<file path="config.mk">
export PLATFORM = sky130hd
export DESIGN_NAME = shr_exec
export DESIGN_NICKNAME = d
export VERILOG_FILES = /design/src/rtl/shr_pkg.sv /design/src/rtl/shr_decode.sv /design/src/rtl/shr_shift.sv /design/src/rtl/shr_flags.sv /design/src/rtl/shr_exec.sv
export SDC_FILE = /design/constraint.sdc
export NUM_CORES = 1
export LEC_CHECK = 0
export BUFFER_PORTS_ARGS = -buffer_cell sky130_fd_sc_hd__buf_2
export CORE_MARGIN = 8
export CORE_UTILIZATION = 35
export DETAILED_ROUTE_END_ITERATION = 10
export GPL_TIMING_DRIVEN = 0
export SETUP_SLACK_MARGIN = 0.02
export SLEW_MARGIN = 20
export SYNTH_ARGS = -nofsm -noshare
export SYNTH_HDL_FRONTEND = slang
export SYNTH_SLANG_ARGS = --single-unit
</file>
<file path="constraint.sdc">
create_clock -name clk -period 8.41 [get_ports clk]
set_input_delay 0.841 -clock clk [delete_from_list [all_inputs] [get_ports clk]]
set_output_delay 0.841 -clock clk [all_outputs]
set_load 0.01 [all_outputs]
</file>
<file path="src/rtl/shr_pkg.sv">
package shr_pkg;

  localparam int unsigned INSN_W = 32;
  localparam int unsigned IDX_W  = 5;
  localparam int unsigned PRI_W  = 6;
  localparam int unsigned EXT_W  = 10;

  // condition field, most significant member first
  typedef struct packed {
    logic lt;
    logic gt;
    logic eq;
    logic so;
  } cond_t;

  // signed compare against zero, from the sign bit and a zero flag
  function automatic cond_t make_cond(input logic sign_bit, input logic is_zero,
                                      input logic so_bit);
    cond_t c;
    c.lt = sign_bit;
    c.eq = is_zero;
    c.gt = !sign_bit && !is_zero;
    c.so = so_bit;
    return c;
  endfunction

endpackage

</file>
<file path="src/rtl/shr_decode.sv">
module shr_decode
  import shr_pkg::*;
#(
  parameter int unsigned PRIM_OP = 31,
  parameter int unsigned EXT_OP  = 539
) (
  input  logic [INSN_W-1:0] insn,
  output logic              match,
  output logic              rec_flag,
  output logic [IDX_W-1:0]  rs_field,
  output logic [IDX_W-1:0]  rd_field,
  output logic [IDX_W-1:0]  rb_field
);
  localparam logic [PRI_W-1:0] PRI_VAL = PRI_W'(PRIM_OP);
  localparam logic [EXT_W-1:0] EXT_VAL = EXT_W'(EXT_OP);

  logic pri_hit;
  logic ext_hit;

  always_comb begin
    pri_hit  = (insn[31:26] == PRI_VAL);
    ext_hit  = (insn[10:1] == EXT_VAL);
    match    = pri_hit && ext_hit;
    rec_flag = insn[0];
    rs_field = insn[25:21];
    rd_field = insn[20:16];
    rb_field = insn[15:11];
  end
endmodule

</file>
<file path="src/rtl/shr_shift.sv">
module shr_shift #(
  parameter int unsigned DATA_W = 64,
  parameter int unsigned CNT_W  = $clog2(DATA_W) + 1
) (
  input  logic [DATA_W-1:0] src,
  input  logic [CNT_W-1:0]  amt,
  output logic              out_of_range,
  output logic [DATA_W-1:0] res
);
  localparam int unsigned STG = $clog2(DATA_W);

  logic [DATA_W-1:0] stage [0:STG];

  assign stage[0] = src;

  genvar k;
  generate
    for (k = 0; k < STG; k++) begin : g_stage
      localparam int unsigned SH = 1 << k;
      assign stage[k+1] = amt[k] ? {{SH{1'b0}}, stage[k][DATA_W-1:SH]} : stage[k];
    end
  endgenerate

  assign out_of_range = |amt[CNT_W-1:STG];
  assign res = out_of_range ? '0 : stage[STG];
endmodule

</file>
<file path="src/rtl/shr_flags.sv">
module shr_flags
  import shr_pkg::*;
#(
  parameter int unsigned DATA_W = 64
) (
  input  logic [DATA_W-1:0] res,
  input  logic              so_bit,
  output cond_t             cond
);
  logic res_zero;
  logic res_neg;

  assign res_zero = (res == '0);
  assign res_neg  = res[DATA_W-1];
  assign cond     = make_cond(res_neg, res_zero, so_bit);
endmodule

</file>
<file path="src/rtl/shr_exec.sv">
module shr_exec
  import shr_pkg::*;
#(
  parameter int unsigned DATA_W  = 64,
  parameter int unsigned PRIM_OP = 31,
  parameter int unsigned EXT_OP  = 539
) (
  input  logic              clk,
  input  logic              rst_n,
  input  logic [31:0]       insn_word,
  input  logic [DATA_W-1:0] src_val,
  input  logic [DATA_W-1:0] cnt_val,
  input  logic              so_in,
  output logic [4:0]        src_idx,
  output logic [4:0]        cnt_idx,
  output logic [4:0]        dst_idx,
  output logic [DATA_W-1:0] wb_data,
  output logic              wb_we,
  output logic [3:0]        cr_data,
  output logic              cr_we
);
  localparam int unsigned CNT_W = $clog2(DATA_W) + 1;

  // named internal events
  logic              match_w;
  logic              rec_w;
  logic [IDX_W-1:0]  rd_w;
  logic [CNT_W-1:0]  amt_w;
  logic              oor_w;
  logic [DATA_W-1:0] shift_res_w;
  cond_t             cond_w;
  logic              cnt_hi_unused;

  assign amt_w         = cnt_val[CNT_W-1:0];
  assign cnt_hi_unused = ^cnt_val[DATA_W-1:CNT_W];

  shr_decode #(.PRIM_OP(PRIM_OP), .EXT_OP(EXT_OP)) u_decode (
    .insn     (insn_word),
    .match    (match_w),
    .rec_flag (rec_w),
    .rs_field (src_idx),
    .rd_field (rd_w),
    .rb_field (cnt_idx)
  );

  shr_shift #(.DATA_W(DATA_W), .CNT_W(CNT_W)) u_shift (
    .src          (src_val),
    .amt          (amt_w),
    .out_of_range (oor_w),
    .res          (shift_res_w)
  );

  shr_flags #(.DATA_W(DATA_W)) u_flags (
    .res    (shift_res_w),
    .so_bit (so_in),
    .cond   (cond_w)
  );

  always_ff @(posedge clk) begin
    if (!rst_n) begin
      dst_idx <= '0;
      wb_data <= '0;
      wb_we   <= 1'b0;
      cr_data <= '0;
      cr_we   <= 1'b0;
    end else begin
      dst_idx <= rd_w;
      wb_data <= shift_res_w;
      wb_we   <= match_w;
      cr_data <= cond_w;
      cr_we   <= match_w && rec_w;
    end
  end

  AST_RANGE_CLEARS: assert property (@(posedge clk) disable iff (!rst_n)
    oor_w |-> (shift_res_w == '0));
  AST_ZERO_PASSES: assert property (@(posedge clk) disable iff (!rst_n)
    (amt_w == '0) |-> (shift_res_w == src_val));
  AST_TOP_BIT_CLEAR: assert property (@(posedge clk) disable iff (!rst_n)
    (amt_w != '0) |-> !shift_res_w[DATA_W-1]);
  AST_ONE_RELATION: assert property (@(posedge clk) disable iff (!rst_n)
    cr_we |-> ($countones(cr_data[3:1]) == 1));
  AST_COND_NEEDS_WB: assert property (@(posedge clk) disable iff (!rst_n)
    cr_we |-> wb_we);
  AST_SO_COPIED: assert property (@(posedge clk) disable iff (!rst_n)
    match_w |=> (cr_data[0] == $past(so_in)));
endmodule

</file>
==> flow_summary.ini <==
[drt]
vias = 8103
routedWlPerCell_um = 28.8
avgViaCountPerCell = 6.45
totalWireLength_um = 36200
first_pass_iters = 8
drt_iter0_markers = 1015
drc = 0
ant_nets = 0

[critical_path]
startpoint = cnt_val[0]
startpoint_type = primary input
required_ps = 8630
crit_fanout = 10
cp.arrival_ps = 5020
endpoint_kind = register
crit_type = primary input to register

[job]
drv_cap = 0

[synthesis]
synth_area_um2 = 7240
async_flop_share_pct = 0
synth.top_cell.area_share_pct = 20.5
ys_ff_latch = 74
syn_area_per_cell_um2 = 9.10
syn_inst = 795
ys_seq_area_share_pct = 20.5
yosysMostFrequentCell = nor2_1
synthTopCellsByArea = dfxtp_1 (20%), mux4_2 (19%), mux2i_1 (9.7%), mux2_2 (6.2%), nor2_1 (5.8%)
ys_warn_count = 0
synth-main-ff-cell = dfxtp_1
yosysTopAreaCell = dfxtp_1
synth_commonest_cells = nor2_1 (111), dfxtp_1 (74), mux2i_1 (70), mux4_2 (62), nand2_1 (62)
syn-num-nets = 958
synth_edf_count = 0
synth.distinct_cells = 75

[clock_tree]
path_clk_slew_ps = 60
cts_buffers = 9
cts_max_level = 3
cts_resized = 0
cts_hold_buf = 0
clockBufferDepth = 2
post_cts_buffers = 0
root_buffer = clkbuf_16
clock-sinks = 74
cts_tree = done

[sta]
finalCritPeriodShare_pct = 57.1
setup_slack_ps = 3610
tightest_slew_ps = 951
hold_violations = 0
final-setup-viol-count = 0
slew_viol_final = 0
relSlewSlack_pct = 34.8
layout_min_cycle_time_ps = 4800
fin_setup_tns_ps = 0
max_freq_mhz = 208
rsz0062_at_grt = false

[min_path]
hold_depth = 2
hold_start = insn_word[9]
hold_path_class = primary input to register

[outcome]
status = finished clean

[die]
die_w_um = 160
dieHeight_um = 160
die_area_um2 = 25500
start_util_pct = 35.7
coreArea_um2 = 20300
fp-row-count = 52
io_pins = 248

[power]
comb_power_share_pct = 41.1
p_leak_uw = 0.00369
max-vdd-ir-drop_v = 0.000106
p_seq_share_pct = 29.1
power_density_nw_per_um2 = 145
p_int_uw = 792
p_sw_share_pct = 37.4
switchingPower_uw = 473
clkPwrFrac_pct = 29.8

[global_routing]
grt_use_total_pct = 27.4
grt_overflow = 0
grt_pass1_wl_um = 53800
antenna_found_initial = 1
grt_max_degree = 14
grt_pass1_vias = 8245

[placement]
port_buffers = 175
place_worst_setup_slack_ps = 3520
post-dp-hpwl_um = 29300
gp_congestion = 1.03

[cells_and_area]
layout.nets = 1144
drive_above_1_share_pct = 35.9
num_antenna_cells = 0
syn_to_final_growth_pct = 20.9
-- sequential cells by signal (all words and copies together), names as in the netlist --
| signal | cells |
|---|---|
| wb_data | 64 |
| wb_we | 1 |
| cr_data | 3 |
| dst_idx | 5 |
| cr_we | 1 |
-- path summary, 6_finish.rpt --
path                endpoint  slack (ps)
hold / removal         wb_we         680
setup / recovery  cr_data[2]        3610
-- routing by layer --
| layer | track usage [%] | wire, um | vias up |
|---|---|---|---|
| li1 | - | - | 3439 |
| met1 | 34.6 | 14500 | 3915 |
| met3 | 7.51 | 3900 | 116 |
| met4 | 11.2 | 1740 | 2 |
| met5 | 0 | 16 | - |
| met2 | 43.6 | 16100 | 631 |
-- worst max-delay path, stage by stage --
cell and delay [ps]:
buf_4 160, inv_1 90, buf_2 340, buf_2 330, buf_2 370, mux2i_1 840
a21oi_1 260, a32oi_1 400, o21ai_0 240, a2111oi_0 680, nand4_1 260, o211a_1 200
-- stage by stage --
| step | area [um2] | util [%] | hold WS, ps | cells | power (uW) |
|---|---|---|---|---|---|
| after floorplan | 7240 | - | 925 | 795 | 682 |
| after global placement | 8450 | 41.6 | 1020 | 1240 | 879 |
| after detailed placement | 8450 | 41.6 | 1020 | 1240 | 874 |
| after CTS | 8750 | 43.1 | 662 | 1256 | 1250 |
| after global routing | 8750 | 43.1 | 684 | 1256 | 1310 |
| final | 8750 | 43.1 | 675 | 1256 | 1260 |
-- power by group through the flow --
stage | Clock (uW) | Combinational (uW) | Sequential, uW
finish | 377 | 520 | 369
global route | 399 | 538 | 370
detailed placement | 0 | 498 | 376
global placement | 0 | 503 | 376
CTS | 385 | 500 | 369
floorplan | 0 | 297 | 385
-- layout make-up --
| type | count | area (um2) |
|---|---|---|
| Buffer | 75 | 463 |
| Clock buffer | 10 | 229 |
| Clock inverter | 6 | 66.3 |
| Fill cell | 2102 | 11500 |
| Inverter | 8 | 30.0 |
| Multi-Input combinational cell | 638 | 5270 |
| Sequential cell | 74 | 1480 |
| Tap cell | 270 | 338 |
| Timing Repair Buffer | 175 | 876 |
-- kinds of logic after synthesis --
| logic type | synth area share (%) |
|---|---|
| buffers and inverters | 6.81 |
| AOI/OAI and AO/OA | 18.1 |
| DFF | 20.5 |
| and+or+nand+nor | 18.2 |
| muxes | 36.5 |
-- placed cells by master (no fill, tap or decap), types with 8 or more instances in the layout --
cell	instances
a211oi_1	8
a21oi_1	38
a22oi_1	14
and2_1	19
buf_1	8
buf_2	194
buf_4	13
buf_6	8
clkbuf_1	25
clkbuf_16	9
dfxtp_1	74
mux2_2	40
mux2i_1	70
mux4_2	62
nand2_1	62
nand3_1	9
nand4_1	11
nor2_1	111
nor2b_1	15
nor3_1	11
o21ai_0	20
o22ai_1	19
o32ai_1	8
No activity file was read; power rests on OpenSTA's default activity.
